$ cat config.mk
export PLATFORM = sky130hd
export DESIGN_NAME = status_word_unit
export DESIGN_NICKNAME = d
export VERILOG_FILES = /design/src/rtl/stw_pkg.sv /design/src/rtl/stw_load_check.sv /design/src/rtl/stw_user_fields.sv /design/src/rtl/stw_branch_eval.sv /design/src/rtl/status_word_unit.sv
export SDC_FILE = /design/constraint.sdc
export NUM_CORES = 1
export LEC_CHECK = 0
export CAP_MARGIN = 20
export CORE_MARGIN = 2
export CORE_UTILIZATION = 25
export CTS_CLUSTER_DIAMETER = 200
export DETAILED_ROUTE_END_ITERATION = 8
export DONT_BUFFER_PORTS = 1
export PLACE_DENSITY = 0.49
export SLEW_MARGIN = 25
export SYNTH_ARGS = -nofsm -noshare
export SYNTH_HDL_FRONTEND = slang
export SYNTH_SLANG_ARGS = --single-unit
$ cat constraint.sdc
create_clock -name clk -period 4.21 [get_ports clk]
set_input_delay 1.263 -clock clk [delete_from_list [all_inputs] [get_ports clk]]
set_output_delay 1.263 -clock clk [all_outputs]
set_load 0.01 [all_outputs]
$ cat src/rtl/stw_pkg.sv
package stw_pkg;

   localparam int unsigned HW     = 64;
   localparam int unsigned CC_W   = 2;
   localparam int unsigned PM_W   = 4;
   localparam int unsigned KEY_W  = 4;
   localparam int unsigned ADDR24 = 24;
   localparam int unsigned ADDR31 = 31;

   // left-numbered bit positions inside the upper word
   localparam int unsigned B_EVT  = 1;
   localparam int unsigned B_XLT  = 5;
   localparam int unsigned B_IOM  = 6;
   localparam int unsigned B_EXM  = 7;
   localparam int unsigned B_KEY  = 8;
   localparam int unsigned B_FMT  = 12;
   localparam int unsigned B_MCK  = 13;
   localparam int unsigned B_WAIT = 14;
   localparam int unsigned B_PROB = 15;
   localparam int unsigned B_ASC  = 16;
   localparam int unsigned B_CC   = 18;
   localparam int unsigned B_PM   = 20;
   localparam int unsigned B_EXTA = 31;
   localparam int unsigned B_BASA = 32;
   localparam int unsigned B_SIA  = 33;

   typedef enum logic [1:0] {
      AM_24  = 2'b00,
      AM_31  = 2'b01,
      AM_64  = 2'b10,
      AM_BAD = 2'b11
   } amode_e;

   // left-numbered bit to vector index
   function automatic int unsigned pos(input int unsigned b);
      return HW - 1 - b;
   endfunction

   // bits that must be clear in a loaded upper word
   function automatic logic [HW-1:0] rsv_mask(input logic long_fmt);
      logic [HW-1:0] m;
      m = '0;
      for (int b = 0; b < HW; b++) begin
         if (b == 0 || (b >= 2 && b <= 4) || (b >= 24 && b <= 30) ||
             (long_fmt && b >= int'(B_SIA)))
            m[HW-1-b] = 1'b1;
      end
      return m;
   endfunction

endpackage

$ cat src/rtl/stw_load_check.sv
module stw_load_check
   import stw_pkg::*;
#(
   parameter int unsigned WORD_W   = 64,
   parameter bit          LONG_FMT = 1'b1,
   parameter bit          ENABLE   = 1'b1
) (
   input  logic [(LONG_FMT ? 2*WORD_W : WORD_W)-1:0] word_in,
   output logic                                      ok,
   output logic [WORD_W-1:0]                         img_hi,
   output logic [WORD_W-1:0]                         img_ia
);

   localparam int unsigned SIA_W = WORD_W - B_SIA;

   logic [WORD_W-1:0] hi_raw;
   logic              fmt_ok;
   logic              rsv_ok;
   logic              fit_ok;
   amode_e            am;

   if (LONG_FMT) begin : g_long
      assign hi_raw = word_in[2*WORD_W-1 -: WORD_W];
      assign img_ia = word_in[WORD_W-1:0];
      assign img_hi = hi_raw;
      assign fmt_ok = ~hi_raw[pos(B_FMT)];
   end else begin : g_short
      assign hi_raw = word_in;
      assign img_ia = {{(WORD_W-SIA_W){1'b0}}, word_in[SIA_W-1:0]};
      assign fmt_ok = hi_raw[pos(B_FMT)];
      always_comb begin
         img_hi               = hi_raw;
         img_hi[pos(B_FMT)]   = 1'b0;
         img_hi[SIA_W-1:0]    = '0;
      end
   end

   assign am     = amode_e'({hi_raw[pos(B_EXTA)], hi_raw[pos(B_BASA)]});
   assign rsv_ok = ((hi_raw & rsv_mask(LONG_FMT)) == '0);

   always_comb begin
      unique case (am)
         AM_24:   fit_ok = (img_ia[WORD_W-1:ADDR24] == '0);
         AM_31:   fit_ok = (img_ia[WORD_W-1:ADDR31] == '0);
         AM_64:   fit_ok = 1'b1;
         default: fit_ok = 1'b0;
      endcase
   end

   assign ok = ENABLE ? (fmt_ok & rsv_ok & fit_ok) : 1'b0;

endmodule

$ cat src/rtl/stw_user_fields.sv
module stw_user_fields
   import stw_pkg::*;
#(
   parameter int unsigned WORD_W = 64
) (
   input  logic [WORD_W-1:0] cur_hi,
   input  logic              cc_v,
   input  logic [CC_W-1:0]   cc_val,
   input  logic              pm_v,
   input  logic [PM_W-1:0]   pm_val,
   output logic [WORD_W-1:0] nxt_hi
);

   always_comb begin
      nxt_hi = cur_hi;
      if (cc_v) nxt_hi[pos(B_CC) -: CC_W] = cc_val;
      if (pm_v) nxt_hi[pos(B_PM) -: PM_W] = pm_val;
   end

endmodule

$ cat src/rtl/stw_branch_eval.sv
module stw_branch_eval #(
   parameter int unsigned CC_BITS = 2
) (
   input  logic [CC_BITS-1:0]       cc,
   input  logic [(1<<CC_BITS)-1:0]  mask,
   output logic                     taken
);

   localparam int unsigned NSEL = 1 << CC_BITS;

   logic [NSEL-1:0] hit;

   // leftmost mask bit tests code zero
   for (genvar g = 0; g < NSEL; g++) begin : g_sel
      assign hit[g] = mask[NSEL-1-g] & (cc == CC_BITS'(g));
   end

   assign taken = |hit;

endmodule

$ cat src/rtl/status_word_unit.sv
module status_word_unit
   import stw_pkg::*;
#(
   parameter int unsigned WORD_W        = 64,
   parameter bit          SHORT_LOAD_EN = 1'b1,
   parameter bit          LONG_WINS     = 1'b1
) (
   input  logic                clk,
   input  logic                rst_n,
   input  logic                lng_ld_valid,
   input  logic [2*WORD_W-1:0] lng_ld_word,
   input  logic                sht_ld_valid,
   input  logic [WORD_W-1:0]   sht_ld_word,
   input  logic                cc_wr_valid,
   input  logic [1:0]          cc_wr_val,
   input  logic                pm_wr_valid,
   input  logic [3:0]          pm_wr_val,
   input  logic [3:0]          br_mask,
   output logic                br_taken,
   output logic [WORD_W-1:0]   status_hi,
   output logic [WORD_W-1:0]   instr_addr,
   output logic                spec_exception,
   output logic                priv_exception
);

   localparam int unsigned NMASK = 1 << CC_W;

   if (WORD_W != HW) begin : g_bad_width
      $error("status_word_unit: WORD_W must equal the fixed field layout width");
   end
   if (NMASK != 4 || PM_W != 4 || KEY_W != 4) begin : g_bad_fields
      $error("status_word_unit: field widths do not match the layout");
   end

   logic [WORD_W-1:0] stat_hi, stat_ia;
   logic              spec_q, priv_q;

   logic              l_ok, s_ok;
   logic [WORD_W-1:0] l_hi, l_ia, s_hi, s_ia;
   logic              take_long, load_req, in_problem, sel_ok;
   logic [WORD_W-1:0] sel_hi, sel_ia, user_hi;

   stw_load_check #(.WORD_W(WORD_W), .LONG_FMT(1'b1), .ENABLE(1'b1)) u_chk_long (
      .word_in (lng_ld_word),
      .ok      (l_ok),
      .img_hi  (l_hi),
      .img_ia  (l_ia)
   );

   stw_load_check #(.WORD_W(WORD_W), .LONG_FMT(1'b0), .ENABLE(SHORT_LOAD_EN)) u_chk_short (
      .word_in (sht_ld_word),
      .ok      (s_ok),
      .img_hi  (s_hi),
      .img_ia  (s_ia)
   );

   stw_user_fields #(.WORD_W(WORD_W)) u_user (
      .cur_hi (stat_hi),
      .cc_v   (cc_wr_valid),
      .cc_val (cc_wr_val),
      .pm_v   (pm_wr_valid),
      .pm_val (pm_wr_val),
      .nxt_hi (user_hi)
   );

   stw_branch_eval #(.CC_BITS(CC_W)) u_branch (
      .cc    (stat_hi[pos(B_CC) -: CC_W]),
      .mask  (br_mask),
      .taken (br_taken)
   );

   if (LONG_WINS) begin : g_long_first
      assign take_long = lng_ld_valid;
   end else begin : g_short_first
      assign take_long = lng_ld_valid & ~sht_ld_valid;
   end

   assign load_req   = lng_ld_valid | sht_ld_valid;
   assign in_problem = stat_hi[pos(B_PROB)];
   assign sel_ok     = take_long ? l_ok : s_ok;
   assign sel_hi     = take_long ? l_hi : s_hi;
   assign sel_ia     = take_long ? l_ia : s_ia;

   always_ff @(posedge clk or negedge rst_n) begin
      if (!rst_n) begin
         stat_hi <= '0;
         stat_ia <= '0;
         spec_q  <= 1'b0;
         priv_q  <= 1'b0;
      end else begin
         spec_q <= load_req & ~in_problem & ~sel_ok;
         priv_q <= load_req & in_problem;
         if (load_req) begin
            if (!in_problem && sel_ok) begin
               stat_hi <= sel_hi;
               stat_ia <= sel_ia;
            end
         end else begin
            stat_hi <= user_hi;
         end
      end
   end

   assign status_hi      = stat_hi;
   assign instr_addr     = stat_ia;
   assign spec_exception = spec_q;
   assign priv_exception = priv_q;

   // a rejected load leaves the word as it was
   p_reject_hold_r7: assert property (@(posedge clk) disable iff (!rst_n)
      spec_q |-> (stat_hi == $past(stat_hi) && stat_ia == $past(stat_ia)));

   // no write while in problem state
   p_priv_hold_r8: assert property (@(posedge clk) disable iff (!rst_n)
      priv_q |-> (stat_hi == $past(stat_hi) && stat_ia == $past(stat_ia)));

   p_one_cause_r8: assert property (@(posedge clk) disable iff (!rst_n)
      !(spec_q && priv_q));

   // the invalid mode pair is never stored
   p_no_bad_mode_r6: assert property (@(posedge clk) disable iff (!rst_n)
      !(stat_hi[pos(B_EXTA)] && stat_hi[pos(B_BASA)]));

   p_ia24_fit_r6: assert property (@(posedge clk) disable iff (!rst_n)
      (!stat_hi[pos(B_EXTA)] && !stat_hi[pos(B_BASA)]) |-> (stat_ia[WORD_W-1:ADDR24] == '0));

   p_ia31_fit_r6: assert property (@(posedge clk) disable iff (!rst_n)
      (!stat_hi[pos(B_EXTA)] && stat_hi[pos(B_BASA)]) |-> (stat_ia[WORD_W-1:ADDR31] == '0));

   // internal form always carries the long-format marker
   p_internal_form_r4: assert property (@(posedge clk) disable iff (!rst_n)
      !stat_hi[pos(B_FMT)]);

   // an unblocked condition-code write lands one cycle later
   p_cc_write_r9: assert property (@(posedge clk) disable iff (!rst_n)
      (cc_wr_valid && !load_req) |=> (stat_hi[pos(B_CC) -: CC_W] == $past(cc_wr_val)));

   // a load request blocks the condition-code write
   p_cc_blocked_r11: assert property (@(posedge clk) disable iff (!rst_n)
      (load_req && (in_problem || !sel_ok)) |=> $stable(stat_hi));

   // an empty mask never branches
   p_empty_mask_r10: assert property (@(posedge clk) disable iff (!rst_n)
      (br_mask == '0) |-> !br_taken);

endmodule

==> summary.md, run 1 <==
| Metric | Value |
|---|---|
| Status | complete, no violations |
| FP Rows | 57 |
| Diodes inserted | 0 |
| Nature of the critical path startpoint | input pin |
| Largest net degree at the start of global routing | between 100 and 150 |
| Htree depth | 4 |
| Arrival time at the worst endpoint | 3.47 ns |
| CTS resizes | 0 |
| Area growth syn-to-layout | 15.1% |
| Min-Delay Path Class | in -> async |
| Post-synthesis sequential area ratio | 53.5% |
| CTS buffer count | 17 |
| Clk root buf | clkbuf_16 |
| DR iter-0 viols | 227 |
| Prevailing post-synth register cell | dfrtp_1 |
| Skew final | 0.00587 ns |
| Core ar. | ~24000 sq um |
| TNS Setup | 0 ns |
| Initial antenna violation count | 1 |
| Max-cap violations | 0 |
| Syn Inst Count | 489 |
| Worst skew pair latency | 0.41 ns |
| Postcts setup bufs | 0 |
| Worst slew margin | 48.7% |
| Asr flop ratio synth | 100% |
| Critical path type | in -> reg |
| DR vias | ~3.8k |
| Chip width | 160 microns |
| Sink Count | 130 |
| Worst-margin pin slew | 0.760 ns |
| Max Slew Vio Count | 0 |
| DIE AREA | 25600 sq um |
| First-pass GRT wire length | 25500 microns |
| CTS tree | yes |
| Routed len/inst | between 20 and 25 microns |
| I/O pins | approximately 340 |
| Synth Net Count | 699 |
| CP required | 4.50 ns |
| RSZ-0062 raised after global routing | false |
| Clk slew on worst S/H paths | 0.06 ns |
| Pleak | 3.16 nW |
| Worst vdd ir | 0.172 mV |
| Antenna-violating nets left | 0 |
| IO buf count | 0 |
| Fin crit share | roughly three quarters |
| Number of synthesized flops with an enable pin | 0 |
| Drc violations | 0 |
| Syn avg cell area | 12.4 sq um |
| CTS Hold Bufs | 0 |
| Tot Pwr | 2.92 mW |
| Length of the first detailed-routing pass in iterations | 4 |
| Post-Route WL | 17100 microns |
| CTS max path bufs | 2 |
| Mapped Area | roughly 6100 sq um |
| Reg2reg path depth | 5 |
| Worst hold slack | roughly 0.54 ns |
| Grt ovf | 0 |
| Vias per inst | 4.61 |
| Gpl congestion | 0.810 |
| Post-DP HPWL | around 13000 microns |
| Worst-path fanout max | 13 |
| Number of distinct library cells after synthesis | 37 |
| Final hold viol count | 0 |
| Power Density | 417 nW/um^2 |
| CP Capture Type | flop |
| Die Ht | 160 microns |
| Final nets | 701 |
| Final setup fails | 0 |
| Share of cells above drive strength 1 | 28.0% |
| Setup WS pre-CTS | 0.569 ns |
| Final Worst Setup Slack | 1.03 ns |
| Achievable Freq | about 310 MHz |
| Yosys reg bits | 130 |
| Starting density of the core | between 20% and 30% |
| Total GRT Usage | 13.3% |
| Tmin final | about 3.2 ns |
| Vias in the first global route | roughly 4k |
| Yosys warns | 0 |
[final timing paths]
path	start	endpoint	slack, ns
max reg2reg	status_hi[48]$_DFFE_PN0P_	instr_addr[25]$_DFFE_PN0P_	1.86
max in group asynchronous	rst_n	status_hi[26]$_DFFE_PN0P_	3.50
min reg2reg	status_hi[30]$_DFFE_PN0P_	status_hi[30]$_DFFE_PN0P_	0.56
max	sht_ld_word[31]	instr_addr[25]$_DFFE_PN0P_	1.03
min	rst_n	instr_addr[39]$_DFFE_PN0P_	0.54
min in group clk	status_hi[30]$_DFFE_PN0P_	status_hi[30]$_DFFE_PN0P_	0.56
[metal layers]
metal,GRT usage [%],up-vias,routed length [microns]
met5,0,-,13
met2,21.4,219,8280
met4,3.64,2,233
met3,5.48,12,1690
met1,16.4,1886,6860
li1,-,1694,-
[critical path, cell delays in order]
cell	delay, ns
ha_1	0.17
nor4_1	0.22
nand4_1	0.36
nor3_1	0.51
a211o_4	0.33
buf_4	0.29
mux2_4	0.32
[power breakdown]
group	internal [mW]	switching [mW]	leakage, nW
registers	1.26	0.0199	1.63
logic	0.0588	0.0414	1.24
clock network	0.908	0.628	0.288
total	2.23	0.689	3.16
[cell families (layout without fill, tap and decap cells)]
kind of cell | Yosys count | in the layout | synth area share [%]
buffers and inverters | 58 | 73 | 5.20
AOI/OAI and AO/OA | 25 | 25 | 2.86
adders and majority gates | 2 | 2 | 0.411
DFF | 130 | 130 | 53.5
muxes | 129 | 129 | 24.6
and+or+nand+nor | 145 | 145 | 13.5
[metrics by stage]
stage,area (sq um),util [%],std cells
floorplan,6080,-,489
global placement,6390,26.5,796
detailed placement,6390,26.5,796
CTS,7000,29.0,828
global route,7000,29.0,828
finish,7000,29.0,828
[layout by cell type, fill, tap and decap left out, types with 3 or more instances in the layout]
master and instances:
nor4_1 23, mux2_2 71, mux2_4 20, dfrtp_1 130
clkbuf_16 17, inv_1 35, o21ai_0 4, nand3_1 4
a21oi_1 7, inv_6 5, nor4_2 5, nand2_1 50
nor3_1 3, and2_1 44, nor2_1 5, clkinvlp_4 3
buf_4 4, mux2i_1 36, nand4_1 3
[area by class of cell]
type                    instances  area (sq um)
clock buffers                  18           439
clock inverters                14           166
fillers                      2528         17100
inverters                      35           131
multi-input cells             301          2530
flip-flops and latches        130          3250
well taps                     324           405
repair buffers                  6          70.1
[cell usage after synthesis (3+ instances only)]
cell type    n  share of area (%)
a21oi_1      7               0.58
and2_1      44                4.5
buf_12       4                1.3
buf_4        3               0.37
buf_6        3               0.56
clkbuf_1    13               0.80
dfrtp_1    130                 53
inv_1       35                2.2
mux2_2      71                 13
mux2_4      20                4.9
mux2i_1     36                5.9
nand2_1     50                3.1
nand3_1      4               0.33
nand4_1      3               0.31
nor2_1       5               0.31
nor3_1       3               0.25
nor4_1      23                2.4
nor4_2       5                1.0
o21ai_0      4               0.33
[sequential cells by signal, indices dropped and copies added (netlist names)]
signal	count
priv_exception	1
status_hi	64
spec_exception	1
instr_addr	64
No activity file was read; power rests on OpenSTA's default activity.
==> run 2: changes to the inputs <==
--- a/config.mk
+++ b/config.mk
@@ -5,6 +5,7 @@
 export SDC_FILE = /design/constraint.sdc
 export NUM_CORES = 1
 export LEC_CHECK = 0
+export ABC_AREA = 1
 export CAP_MARGIN = 20
 export CORE_MARGIN = 2
 export CORE_UTILIZATION = 25
==> constraint.sdc (replaced) <==
create_clock -name clk -period 3.1 [get_ports clk]
set_input_delay 0.93 -clock clk [delete_from_list [all_inputs] [get_ports clk]]
set_output_delay 0.93 -clock clk [all_outputs]
set_load 0.01 [all_outputs]
==> run 2 against run 1 <==
Clock skew up 0.0085 ns. Total power rose by 38%. Register-to-register slack worse by 0.60 ns. Combinational power grew 42%. Cell area rose by 1.4%. Flip-flop and latch count unchanged. Sequential power rose by 35%. Die area grew 3.0%. Critical path depth rose by 4. Critical path type unchanged. Largest cell class unchanged. Largest power group unchanged. Highest routed layer is now met4.
==> summary.md, run 2 <==
| Metric | Value |
|---|---|
| Status | complete, no violations |
| Worst vdd ir | 0.276 mV (+60%) |
| Mapped Area | 6270 sq um (+3.1%) |
| Dpl cell area | 6470 sq um (+1.2%) |
| Vias in the first global route | 4518 (+10%) |
| Area growth syn-to-layout | 13.1% |
| Sink Count | 130 (unchanged) |
| Asr flop ratio synth | 100% (unchanged) |
| Worst skew pair latency | 0.42 ns (about the same) |
| Share of cells above drive strength 1 | 15.3% (-13 points) |
| CTS resizes | 0 (unchanged) |
| CP required | 3.38 ns (-1.12 ns) |
| CTS max path bufs | 2 (unchanged) |
| Skew final | 0.0144 ns (+0.00850 ns) |
| Postcts setup bufs | 0 (unchanged) |
| CTS buffer count | 17 (unchanged) |
| Final setup fails | 0 (unchanged) |
| Clk root buf | clkbuf_16 |
| Drc violations | 0 (unchanged) |
| Main area contributors after synthesis | dfrtp_1, nand2_1, o21ai_2, mux2i_1, nor2_1 |
| Initial antenna violation count | 2 (+1) |
| Max Slew Vio Count | 0 (unchanged) |
| Achievable Freq | 434 MHz |
| Number of distinct library cells after synthesis | 26 (-30%) |
| Nature of the critical path startpoint | input pin |
| Most frequent cells in the layout | nand2_1, dfrtp_1, nor2_1, inv_1, o21ai_2 |
| Synth Net Count | 915 (+31%) |
| Syn avg cell area | 8.90 sq um (-28%) |
| Starting density of the core | 25.7% (+0.41 points) |
| Post-synthesis sequential area ratio | 51.8% (-1.6 points) |
| Core ar. | 24500 sq um (+1.5%) |
| Clk slew on worst S/H paths | 0.06 ns (about the same) |
| Final instance area | 7100 sq um (+1.4%) |
| Min-Delay Path Class | in -> async |
| Most common cell after layout, fill and taps aside | nand2_1 |
| Power Density | 566 nW/um^2 (+36%) |
| Final hold viol count | 0 (unchanged) |
| Total GRT Usage | 13.7% (+0.46 points) |
| Chip width | 162 microns (+1.5%) |
| Htree depth | 4 (unchanged) |
| First-pass GRT wire length | 26900 microns (+5.7%) |
| CP Capture Type | flop |
| Arrival time at the worst endpoint | 2.59 ns (-0.88 ns) |
| Worst slew margin | 49.5% (+0.78 points) |
| Vias per inst | 4.23 (-8.2%) |
| DR vias | 4371 (+15%) |
| Yosys reg bits | 130 (unchanged) |
| Area leader, netlist | dfrtp_1 |
| RSZ-0062 raised after global routing | false |
| CTS Hold Bufs | 0 (unchanged) |
| TNS Setup | 0 ns (unchanged) |
| Cells after DPL | 1000 (+26%) |
| Routed len/inst | 17.4 microns (-16%) |
| Number of synthesized flops with an enable pin | 0 (unchanged) |
| Die Ht | 162 microns (+1.5%) |
| I/O pins | 339 (unchanged) |
| Non-Filler Instances | 1034 (+25%) |
| Worst-path fanout max | 93 (+80) |
| Prevailing post-synth register cell | dfrtp_1 |
| Gpl congestion | 0.785 (-3.0%) |
| Yosys warns | 0 (unchanged) |
| DIE AREA | 26400 sq um (+3.0%) |
| Final nets | 905 (+29%) |
| FP Rows | 57 (unchanged) |
| CTS tree | yes |
| DR iter-0 viols | 247 (+8.8%) |
| Fin crit share | 74.3% |
| Top post-synthesis cells by count | nand2_1, dfrtp_1, nor2_1, inv_1, o21ai_2 |
| Tmin final | 2.30 ns |
| Critical path type | in -> reg |
| Post-Route WL | 18000 microns (+5.3%) |
| Length of the first detailed-routing pass in iterations | 4 (unchanged) |
| Max-cap violations | 0 (unchanged) |
| Syn Inst Count | 705 (+44%) |
| Largest net degree at the start of global routing | 131 (unchanged) |
| IO buf count | 0 (unchanged) |
| Count leader, synth | nand2_1 |
| Antenna-violating nets left | 0 (unchanged) |
| Grt ovf | 0 (unchanged) |
| Pleak | 3.58 nW (+13%) |
| Area share of the largest cell type after synthesis | 51.8% (-1.6 points) |
| Post-DP HPWL | 13300 microns (+3.8%) |
| Worst-margin pin slew | 0.755 ns (-0.00456 ns) |
[run 2: cell types whose count changed in the layout (fill, tap and decap cells not counted), moves of 43 or more]
cell | previous run | this run
nor2_1 | 5 | 103
inv_1 | 35 | 91
mux2_2 | 71 | 0
and2_1 | 44 | 1
nand2_1 | 50 | 187
o21ai_2 | 0 | 70
[run 2: critical path, stage by stage]
cell and delay [ns]:
inv_1 0.07, ha_1 0.15, inv_1 0.05, nor4_1 0.28, a21o_1 0.18, nand2_1 0.11, nand2_4 0.18, nand2_8 0.08
buf_12 0.23, nand2_1 0.15, o21ai_2 0.06
[run 2: where the power goes]
| group | leakage (nW) | switching [mW] | internal [mW] |
|---|---|---|---|
| combinational | 1.70 | 0.0793 | 0.0624 |
| clock | 0.300 | 0.811 | 1.34 |
| sequential | 1.57 | 0.0208 | 1.71 |
| total | 3.58 | 0.911 | 3.11 |
[run 2: metal layers]
metal / global-route usage (%) / routed length [microns]
met1: 15.6 / 7210
met2: 23.1 / 8510
met3: 6.24 / 1950
met4: 4.10 / 303
met5: 0 / 0
[run 2: worst paths after layout]
path	from	slack [ns]	cells past startpoint	to
min in group clk	status_hi[20]$_DFFE_PN0P_	0.54	2	status_hi[20]$_DFFE_PN0P_
worst min-delay path	rst_n	0.21	0	status_hi[27]$_DFFE_PN0P_
worst max register to register	status_hi[48]$_DFFE_PN0P_	1.26	5	instr_addr[30]$_DFFE_PN0P_
worst min register to register	status_hi[20]$_DFFE_PN0P_	0.54	2	status_hi[20]$_DFFE_PN0P_
max in group asynchronous	rst_n	2.66	0	status_hi[18]$_DFFE_PN0P_
worst max-delay path	sht_ld_word[31]	0.80	11	instr_addr[30]$_DFFE_PN0P_
[run 2: through the flow]
step | power (mW) | setup slack, ns | utilization [%] | hold slack, ns
global placement | 1.91 | 0.339 | 26.5 | 0.536
CTS | 4.09 | 0.763 | 29.0 | 0.183
finish | 4.02 | 0.795 | 29.0 | 0.214
global route | 4.19 | 0.597 | 29.0 | 0.177
floorplan | 1.90 | 0.817 | - | 0.521
detailed placement | 1.91 | 0.324 | 26.5 | 0.539
[run 2: final cells by class]
class,count,area [sq um]
Clock buffer,21,470
Inverter,93,352
Multi-Input combinational cell,450,2430
Clock inverter,11,150
Sequential cell,130,3250
Tap cell,324,405
Timing Repair Buffer,3,35.0
Antenna cell,2,5.00
Fill cell,2663,17400
[run 2: cells by family (layout without fill, tap and decap cells)]
logic type	Yosys count	in the layout	share of synthesized area [%]
AOI/OAI and AO/OA	84	84	11.0
adders and majority gates	2	2	0.399
buffers and inverters	125	128	9.69
DFF	130	130	51.8
muxes	44	44	7.02
other	0	2	0
and+or+nand+nor	320	320	20.1
